**src/rtl/bec_pkg.sv**
```systemverilog
package bec_pkg;

  localparam int N_ERR     = 6;
  localparam int ERR_LSB   = 21;
  localparam int MULTI_BIT = 0;
  localparam int REG_W     = 32;

  // error type index within the six-bit type field
  localparam int E_APE   = 0;
  localparam int E_SERR  = 1;
  localparam int E_MPERR = 2;
  localparam int E_TPERR = 3;
  localparam int E_NORSP = 4;
  localparam int E_TABT  = 5;

  typedef enum logic [1:0] {
    RS_STATUS = 2'd0,
    RS_MASK   = 2'd1,
    RS_CADDR  = 2'd2,
    RS_CATTR  = 2'd3
  } reg_sel_e;

  typedef struct packed {
    logic perr;
    logic dpe;
    logic ape;
    logic serr;
    logic nodevsel;
    logic tabort;
  } bus_obs_t;

  // Sort raw bus observations into error types.
  function automatic logic [N_ERR-1:0] classify(input logic master,
                                                 input logic write,
                                                 input bus_obs_t o);
    logic [N_ERR-1:0] t;
    t          = '0;
    t[E_APE]   = o.ape & ~master;
    t[E_SERR]  = o.serr;
    t[E_MPERR] = master & ((o.perr & write) | (o.dpe & ~write));
    t[E_TPERR] = ~master & ((o.perr & ~write) | (o.dpe & write));
    t[E_NORSP] = master & o.nodevsel;
    t[E_TABT]  = master & o.tabort;
    return t;
  endfunction

  // One sticky bit: a set beats a clear in the same cycle.
  function automatic logic sticky_next(input logic q, input logic clr, input logic set);
    return set | (q & ~clr);
  endfunction

  function automatic logic want_capture(input logic held,
                                        input logic [N_ERR-1:0] raised,
                                        input logic [N_ERR-1:0] disabled);
    return ~held & (|(raised & ~disabled));
  endfunction

  function automatic logic [REG_W-1:0] status_word(input logic multi,
                                                   input logic [N_ERR-1:0] errs);
    logic [REG_W-1:0] w;
    w                      = '0;
    w[MULTI_BIT]           = multi;
    w[ERR_LSB +: N_ERR]    = errs;
    return w;
  endfunction

  function automatic logic [REG_W-1:0] type_field_mask();
    logic [REG_W-1:0] w;
    w                   = '0;
    w[ERR_LSB +: N_ERR] = '1;
    return w;
  endfunction

endpackage

```
**src/rtl/bec_classify.sv**
```systemverilog
module bec_classify
  import bec_pkg::*;
(
  input  logic             master_i,
  input  logic             write_i,
  input  bus_obs_t         obs_i,
  output logic [N_ERR-1:0] raised_o
);

  always_comb raised_o = classify(master_i, write_i, obs_i);

endmodule

```
**src/rtl/bec_status.sv**
```systemverilog
module bec_status
  import bec_pkg::*;
(
  input  logic             clk,
  input  logic             rst_n,
  input  logic [N_ERR-1:0] raised_i,
  input  logic [N_ERR-1:0] clr_err_i,
  input  logic             clr_multi_i,
  output logic [N_ERR-1:0] err_o,
  output logic             multi_o,
  output logic             repeat_hit_o,
  output logic             all_clear_o
);

  logic [N_ERR-1:0] err_q;
  logic [N_ERR-1:0] err_d;
  logic             multi_q;

  // repeat is judged against the bits as they stood at the start of the cycle
  assign repeat_hit_o = |(raised_i & err_q);

  for (genvar g = 0; g < N_ERR; g++) begin : g_bit
    assign err_d[g] = sticky_next(err_q[g], clr_err_i[g], raised_i[g]);

    always_ff @(posedge clk or negedge rst_n) begin
      if (!rst_n) err_q[g] <= 1'b0;
      else        err_q[g] <= err_d[g];
    end
  end

  always_ff @(posedge clk or negedge rst_n) begin
    if (!rst_n) multi_q <= 1'b0;
    else        multi_q <= sticky_next(multi_q, clr_multi_i, repeat_hit_o);
  end

  assign all_clear_o = (err_d == '0);
  assign err_o       = err_q;
  assign multi_o     = multi_q;

endmodule

```
**src/rtl/bec_mask.sv**
```systemverilog
module bec_mask
  import bec_pkg::*;
(
  input  logic             clk,
  input  logic             rst_n,
  input  logic             wr_i,
  input  logic [REG_W-1:0] wdata_i,
  output logic [REG_W-1:0] word_o
);

  localparam logic [REG_W-1:0] KEEP = type_field_mask();

  logic [REG_W-1:0] word_q;

  always_ff @(posedge clk or negedge rst_n) begin
    if (!rst_n)    word_q <= '0;
    else if (wr_i) word_q <= wdata_i & KEEP;
  end

  assign word_o = word_q;

endmodule

```
**src/rtl/bec_capture.sv**
```systemverilog
module bec_capture
  import bec_pkg::*;
#(
  parameter int ADDR_W = 32,
  parameter int CMD_W  = 4
) (
  input  logic              clk,
  input  logic              rst_n,
  input  logic [N_ERR-1:0]  raised_i,
  input  logic [N_ERR-1:0]  disabled_i,
  input  logic              rearm_i,
  input  logic              master_i,
  input  logic              write_i,
  input  logic [ADDR_W-1:0] addr_i,
  input  logic [CMD_W-1:0]  cmd_i,
  output logic              fire_o,
  output logic              valid_o,
  output logic [ADDR_W-1:0] addr_o,
  output logic [CMD_W-1:0]  cmd_o,
  output logic              write_o,
  output logic              master_o,
  output logic [N_ERR-1:0]  types_o
);

  logic              valid_q;
  logic [ADDR_W-1:0] addr_q;
  logic [CMD_W-1:0]  cmd_q;
  logic              write_q;
  logic              master_q;
  logic [N_ERR-1:0]  types_q;

  assign fire_o = want_capture(valid_q, raised_i, disabled_i);

  always_ff @(posedge clk or negedge rst_n) begin
    if (!rst_n) begin
      valid_q  <= 1'b0;
      addr_q   <= '0;
      cmd_q    <= '0;
      write_q  <= 1'b0;
      master_q <= 1'b0;
      types_q  <= '0;
    end else if (fire_o) begin
      valid_q  <= 1'b1;
      addr_q   <= addr_i;
      cmd_q    <= cmd_i;
      write_q  <= write_i;
      master_q <= master_i;
      types_q  <= raised_i;
    end else if (rearm_i) begin
      valid_q  <= 1'b0;
      addr_q   <= '0;
      cmd_q    <= '0;
      write_q  <= 1'b0;
      master_q <= 1'b0;
      types_q  <= '0;
    end
  end

  assign valid_o  = valid_q;
  assign addr_o   = addr_q;
  assign cmd_o    = cmd_q;
  assign write_o  = write_q;
  assign master_o = master_q;
  assign types_o  = types_q;

endmodule

```
**src/rtl/bus_err_capture.sv**
```systemverilog
// ADDR_W must not exceed 32 and CMD_W must not exceed 8 (register read layout).
module bus_err_capture
  import bec_pkg::*;
#(
  parameter int ADDR_W = 32,
  parameter int CMD_W  = 4,
  parameter int RA_W   = 8
) (
  input  logic              clk,
  input  logic              rst_n,
  input  logic              txn_master_i,
  input  logic              txn_write_i,
  input  logic [ADDR_W-1:0] txn_addr_i,
  input  logic [CMD_W-1:0]  txn_cmd_i,
  input  logic              obs_perr_i,
  input  logic              obs_dpe_i,
  input  logic              obs_ape_i,
  input  logic              obs_serr_i,
  input  logic              obs_nodevsel_i,
  input  logic              obs_tabort_i,
  input  logic [RA_W-1:0]   reg_addr_i,
  input  logic              reg_we_i,
  input  logic [REG_W-1:0]  reg_wdata_i,
  output logic [REG_W-1:0]  reg_rdata_o,
  output logic [REG_W-1:0]  status_o,
  output logic              cap_valid_o,
  output logic [ADDR_W-1:0] cap_addr_o,
  output logic [CMD_W-1:0]  cap_cmd_o,
  output logic              cap_write_o,
  output logic              cap_master_o,
  output logic [N_ERR-1:0]  cap_types_o,
  output logic              irq_o
);

  localparam int ATTR_WR_BIT  = 8;
  localparam int ATTR_MST_BIT = 9;
  localparam int ATTR_VLD_BIT = 31;

  // named internal events, observed by the bound checker
  bus_obs_t         obs;
  logic [N_ERR-1:0] new_err;
  logic [N_ERR-1:0] mask_field;
  logic [N_ERR-1:0] err_bits;
  logic             multi_bit;
  logic             repeat_hit;
  logic             rearm;
  logic             cap_fire;
  logic             reg_hit;
  reg_sel_e         reg_sel;
  logic             wr_status;
  logic             wr_mask;
  logic [REG_W-1:0] mask_word;
  logic [REG_W-1:0] attr_word;
  logic [REG_W-1:0] caddr_word;

  assign obs = '{perr:     obs_perr_i,
                 dpe:      obs_dpe_i,
                 ape:      obs_ape_i,
                 serr:     obs_serr_i,
                 nodevsel: obs_nodevsel_i,
                 tabort:   obs_tabort_i};

  // register decode: word aligned, offsets 0x00..0x0C only
  assign reg_hit   = (reg_addr_i[1:0] == 2'b00) && (reg_addr_i[RA_W-1:4] == '0);
  assign reg_sel   = reg_sel_e'(reg_addr_i[3:2]);
  assign wr_status = reg_we_i && reg_hit && (reg_sel == RS_STATUS);
  assign wr_mask   = reg_we_i && reg_hit && (reg_sel == RS_MASK);

  bec_classify u_classify (
    .master_i (txn_master_i),
    .write_i  (txn_write_i),
    .obs_i    (obs),
    .raised_o (new_err)
  );

  bec_status u_status (
    .clk          (clk),
    .rst_n        (rst_n),
    .raised_i     (new_err),
    .clr_err_i    (wr_status ? reg_wdata_i[ERR_LSB +: N_ERR] : '0),
    .clr_multi_i  (wr_status & reg_wdata_i[MULTI_BIT]),
    .err_o        (err_bits),
    .multi_o      (multi_bit),
    .repeat_hit_o (repeat_hit),
    .all_clear_o  (rearm)
  );

  bec_mask u_mask (
    .clk     (clk),
    .rst_n   (rst_n),
    .wr_i    (wr_mask),
    .wdata_i (reg_wdata_i),
    .word_o  (mask_word)
  );

  assign mask_field = mask_word[ERR_LSB +: N_ERR];

  bec_capture #(
    .ADDR_W (ADDR_W),
    .CMD_W  (CMD_W)
  ) u_capture (
    .clk        (clk),
    .rst_n      (rst_n),
    .raised_i   (new_err),
    .disabled_i (mask_field),
    .rearm_i    (rearm),
    .master_i   (txn_master_i),
    .write_i    (txn_write_i),
    .addr_i     (txn_addr_i),
    .cmd_i      (txn_cmd_i),
    .fire_o     (cap_fire),
    .valid_o    (cap_valid_o),
    .addr_o     (cap_addr_o),
    .cmd_o      (cap_cmd_o),
    .write_o    (cap_write_o),
    .master_o   (cap_master_o),
    .types_o    (cap_types_o)
  );

  assign status_o = status_word(multi_bit, err_bits);
  assign irq_o    = multi_bit | (|err_bits);

  always_comb begin
    caddr_word             = '0;
    caddr_word[ADDR_W-1:0] = cap_addr_o;
  end

  always_comb begin
    attr_word                      = '0;
    attr_word[CMD_W-1:0]           = cap_cmd_o;
    attr_word[ATTR_WR_BIT]         = cap_write_o;
    attr_word[ATTR_MST_BIT]        = cap_master_o;
    attr_word[ERR_LSB +: N_ERR]    = cap_types_o;
    attr_word[ATTR_VLD_BIT]        = cap_valid_o;
  end

  always_comb begin
    reg_rdata_o = '0;
    if (reg_hit) begin
      unique case (reg_sel)
        RS_STATUS: reg_rdata_o = status_o;
        RS_MASK:   reg_rdata_o = mask_word;
        RS_CADDR:  reg_rdata_o = caddr_word;
        RS_CATTR:  reg_rdata_o = attr_word;
        default:   reg_rdata_o = '0;
      endcase
    end
  end

endmodule

```
**config.mk**
```make
export PLATFORM = sky130hd
export DESIGN_NAME = bus_err_capture
export DESIGN_NICKNAME = d
export VERILOG_FILES = /design/src/rtl/bec_pkg.sv /design/src/rtl/bec_classify.sv /design/src/rtl/bec_status.sv /design/src/rtl/bec_mask.sv /design/src/rtl/bec_capture.sv /design/src/rtl/bus_err_capture.sv
export SDC_FILE = /design/constraint.sdc
export NUM_CORES = 1
export LEC_CHECK = 0
export ABC_AREA = 1
export BUFFER_PORTS_ARGS = -buffer_cell sky130_fd_sc_hd__buf_2
export CORE_ASPECT_RATIO = 0.8
export CORE_MARGIN = 2
export CORE_UTILIZATION = 48
export DETAILED_ROUTE_END_ITERATION = 8
export PLACE_DENSITY_LB_ADDON = 0.25
export SYNTH_ARGS = -nofsm -noshare
export SYNTH_HDL_FRONTEND = slang
export SYNTH_SLANG_ARGS = --single-unit
export TNS_END_PERCENT = 10
```
**constraint.sdc**
```tcl
create_clock -name clk -period 2.9 [get_ports clk]
set_input_delay 0.58 -clock clk [delete_from_list [all_inputs] [get_ports clk]]
set_output_delay 0.58 -clock clk [all_outputs]
set_load 0.05 [all_outputs]
```
After elaboration in Yosys (flattened, before gate mapping)
Cells that the tools add are included.
{"block": "op_classes", "n_eq_ne": 3, "n_mux": 13, "n_bitwise": 41, "n_reduce_logical": 12}
{"operator": "32-bit case mux with 4 select lines", "n": 1}
{"operator": "32-bit two-way mux", "n": 3}
{"operator": "1-bit bitwise AND", "n": 18}
{"operator": "6-bit two-way mux", "n": 3}
{"operator": "6-bit OR reduction", "n": 3}
{"operator": "6-bit bitwise AND", "n": 2}
{"operator": "1-bit inverter", "n": 10}
{"operator": "1-bit bitwise OR", "n": 10}
{"operator": "4-bit two-way mux", "n": 2}
{"operator": "6-bit logical NOT", "n": 1}
{"operator": "6-bit inverter", "n": 1}
{"operator": "2-bit equality test (second input constant)", "n": 2}
{"operator": "1-bit logical AND", "n": 4}
{"operator": "2-bit logical NOT", "n": 2}
{"operator": "4-bit logical NOT", "n": 1}
{"operator": "1-bit two-way mux", "n": 4}
{"operator": "2-bit by 1-bit equality test with 1-bit output (second input constant)", "n": 1}
{"operator": "2-bit nonzero test", "n": 1}
{"block": "totals", "ff_bits": 58, "in_bits": 87, "wordCells": 83}

Longest topological paths before layout
{"block": "depth", "ltp_word": 11, "mapped_depth": 11}

Hierarchy
Synthesis repeated with hierarchy kept, for this count alone.
{"block": "hier_totals", "cells_unflattened": 558, "area_unflattened_um2": 4062.6}
{"module": "bec_capture", "instances": 1, "cells_per_inst": 215, "area_per_inst_um2": 2194.6, "seq_area_each_um2": 1126.1}
{"module": "bus_err_capture", "instances": 1, "cells_per_inst": 224, "area_per_inst_um2": 1021.0, "seq_area_each_um2": 0.0}
{"module": "bec_mask", "instances": 1, "cells_per_inst": 52, "area_per_inst_um2": 420.4, "seq_area_each_um2": 150.1}
{"module": "bec_status", "instances": 1, "cells_per_inst": 49, "area_per_inst_um2": 355.3, "seq_area_each_um2": 175.2}
{"module": "bec_classify", "instances": 1, "cells_per_inst": 18, "area_per_inst_um2": 71.3, "seq_area_each_um2": 0.0}

Worst setup path after synthesis
OpenSTA, ideal clock, no wires.
{"block": "synth_timing", "path_type": "input to output", "from": "input reg_addr_i[1]", "to": "output reg_rdata_o[9]", "arrival_time_ns": 2.202, "required_ns": 2.320, "slack_ns": 0.118, "path_stages": 6, "n_path_buf": 2, "path_cell_list": "or2_4 > nor2_8 > buf_2 > inv_2 > clkbuf_1 > a21oi_1"}
{"block": "synth_between", "elab_chain_len": 3}
{"item": "start: declaration", "line": "bus_err_capture.sv:21", "rtl": "input logic [RA_W-1:0] reg_addr_i,"}
{"item": "2-bit logical NOT", "line": "bus_err_capture.sv:64", "rtl": "assign reg_hit = (reg_addr_i[1:0] == 2'b00) && (reg_addr_i[RA_W-1:4] == '0);"}
{"item": "1-bit logical AND", "line": "bus_err_capture.sv:64"}
{"item": "32-bit two-way mux", "line": "bus_err_capture.sv:139", "rtl": "if (reg_hit) begin"}
{"item": "end: declaration", "line": "bus_err_capture.sv:24", "rtl": "output logic [REG_W-1:0] reg_rdata_o,"}
No other way between the ends.

Worst setup path after layout
{"block": "layout_timing", "from": "input reg_addr_i[1]", "to": "output reg_rdata_o[31]"}
Same word-level chain as after synthesis.

==> run_results.csv <==
group,metric,value,unit
clock_network,cts_buffers,9,
timing,slew_violations,0,
setup_path,worstPathMaxFanout,25,
timing,setup_tns,0,ps
setup_path,ff2ff_setup_slack,1040,ps
clock_network,hold_buffers,0,
routing,vias,3258,
placement,preCtsSetupSlack,431.2,ps
logic_synthesis,synth_ff_type,"dfrtp_1",
placement,dpl_cell_area,4091,um2
setup_path,arrival,1890,ps
logic_synthesis,synth_edf_count,0,
timing,relSlewSlack,0.5377,
setup_path,critPathCaptureType,"primary output",
timing,setup_violations,0,
cells_and_area,final_area,4277,um2
timing,tightest_slew,693.5,ps
logic_synthesis,syn_area_per_cell,8.267,um2
grt,grt_max_degree,46,
timing,fin_ws,428.0,ps
cells_and_area,antennaDiodeCount,0,
grt,overflow,0,
setup_path,crit_top_cell,"buf_2",
timing,clock.fmax,404.5,MHz
logic_synthesis,synth_top_area_cell,"dfrtp_1",
logic_synthesis,synthTopCellsByCount,"nand2_1 (152), dfrtp_1 (58), nand3_2 (40)",
cells_and_area,drive_gt1_frac,0.4135,
clock_network,tritoncts,"done",
timing,skew,11.33,ps
routing,wl_met2,4.283,mm
grt,first_global_vias,3046,
cells_and_area,syn_to_final_growth,24.65,%
timing,fin_crit_sh,0.8524,
clock_network,htreeDepth,3,
logic_synthesis,synthArstFlopShare,1.000,
routing,drc,0,
logic_synthesis,synth.most_common_cell,"nand2_1",
die,die_x,98.52,um
die,num_rows,27,
cells_and_area,layout.nets,644,
clock_network,cts_buffer_depth,2,
clock_network,cts-root-buf,"clkbuf_8",
die,dieHeight,79.62,um
clock_network,clock_latency,330,ps
placement,port_buffers,146,
routing,antenna_left,0,
setup_path,cp_cell_sequence,"buf_2, or2_4, nor2_8, inv_2, a21oi_1, buf_2",
setup_path,critPathKind,"in2out",
timing,hold_viol,0,
timing,period_needed,2472,ps
setup_path,max_stage_delay,280,ps
logic_synthesis,synthCells,415,
worst_hold_path,timing.hold.worst.class,"in2async",
logic_synthesis,synthDistinctLibCells,31,
grt,grt_util_all_layers,0.2430,
logic_synthesis,synth_area,3431,um2
routing,drt_pass1_iterations,4,
placement,gp_routability_congestion,0.8920,
setup_path,cpMaxStageDelayCell,"buf_2",
routing,routed_wl,9.261,mm
power,p_leak,2.387,nW
power,peakVddDrop,0.0006749,V
flow_run,cap_violations,0,
routing,wl_met3,712,um
timing,final.hold.worst_slack,211.6,ps
setup_path,crit_required,2320,ps
status,status,"complete, no violations",
die,start_util,0.4978,
routing,wl_met1,4.127,mm
logic_synthesis,yosysTopAreaCellShare,0.4230,
timing,grt_setup_unrepaired,"no",
placement,place_hpwl,6.794,mm
setup_path,critPathLaunchType,"primary input",
clock_network,cts_resized,0,
clock_network,clock-sinks,58,
cells_and_area,fillers,643,
logic_synthesis,yosysSeqAreaShare,0.4230,
clock_network,clk_pin_slew_worst_paths,60,ps
logic_synthesis,synth-seq-cells,58,
die,fp.coreArea,6892,um2
routing,top_layer,"met4",
power,p_per_area,872.1,nW/um2
die,pin_count,197,
grt,antenna_found_initial,0,
logic_synthesis,ys_warn_count,0,
routing,viasPerCell,5.028,
grt,grt_pass1_wl,14.95,mm
routing,dr.first_iter.drc_count,181,
routing,post_drt_wl_per_cell,14.29,um
logic_synthesis,synth.area.top_cells,"dfrtp_1 (42%), nand2_1 (17%), nand3_2 (12%), buf_4 (7.2%), nor2_1 (3.3%)",
die,dieArea,7844,um2
clock_network,postCtsSetupBuffers,0,
[cell families (layout without fill, tap and decap cells)]
logic type      after synthesis  after routing  share of synthesized area
simple gates                255            255                     0.3906
buf+inv                      65            187                     0.1193
flops                        58             58                     0.4230
compound gates               32             32                    0.05288
mux                           4              4                    0.01313
other cells                   1             25                   0.001093
[where the power goes]
part,internal [mW],switching (mW)
registers,1.06,0.243
logic,0.391,1.30
clock network,0.414,0.320
total,1.86,1.87
[flip-flops by register name (all words and copies together) (netlist names)]
signal	flops
u_capture.addr_o	32
u_capture.cmd_o	4
u_capture.master_o	1
u_capture.types_o	6
u_capture.valid_o	1
u_capture.write_o	1
u_mask.word_o	6
u_status.err_o	6
u_status.multi_o	1
[worst max-delay path: cells and delay by family]
kind,cells,cell delay (ps)
buffers and inverters,3,600
and+or+nand+nor,2,500
AOI/OAI and AO/OA,1,180
[path summary, 6_finish.rpt]
check / start / to / cells after the start
max in group asynchronous: rst_n / u_capture.addr_o[20] / 2
hold reg to reg: u_capture.addr_o[20] / u_capture.addr_o[20] / 2
hold / removal: rst_n / u_capture.addr_o[7] / 1
setup / recovery: reg_addr_i[1] / reg_rdata_o[31] / 6
setup reg to reg: u_mask.word_o[21] / u_capture.addr_o[24] / 7
min in group clk: txn_addr_i[30] / u_capture.addr_o[30] / 3
[through the flow]
stage	std cells	power, mW	utilization
2_1_floorplan	439	2.603	-
6_report	648	3.730	0.6206
4_1_cts	648	3.755	0.6206
3_5_place_dp	633	3.020	0.5937
5_1_grt	648	3.927	0.6206
3_3_place_gp	633	2.986	0.5937
[layer usage]
layer  global-route usage  up-vias
li1                     -     1562
met1               0.3395     1528
met2               0.3680      156
met3              0.06567       12
met4              0.08082        0
met5                    0        -
[cells in the final DEF (no fill, tap or decap), types with 4 or more instances in the layout]
| cell | netlist | final |
|---|---|---|
| nand2_1 | 152 | 152 |
| buf_2 | 3 | 146 |
| dfrtp_1 | 58 | 58 |
| nand3_2 | 40 | 40 |
| nor2_1 | 30 | 30 |
| conb_1 | 1 | 25 |
| a21oi_1 | 18 | 18 |
| inv_1 | 15 | 15 |
| clkbuf_8 | 0 | 10 |
| nand4_1 | 8 | 8 |
| buf_4 | 33 | 7 |
| nand2_2 | 6 | 6 |
| o21ai_0 | 6 | 6 |
| nand3_1 | 6 | 6 |
| a31oi_1 | 4 | 4 |
| mux2_2 | 4 | 4 |
[cell type report]
cell class	count	area (um2)	area share
Sequential cell	58	1451	0.3394
Clock buffer	12	145.1	0.03394
Multi-Input combinational cell	316	1660	0.3882
Tap cell	87	108.9	0.02545
Clock inverter	3	40.04	0.009362
Timing Repair Buffer	154	803.3	0.1878
Inverter	18	67.56	0.01580
Power figures use the tool's default switching activity.
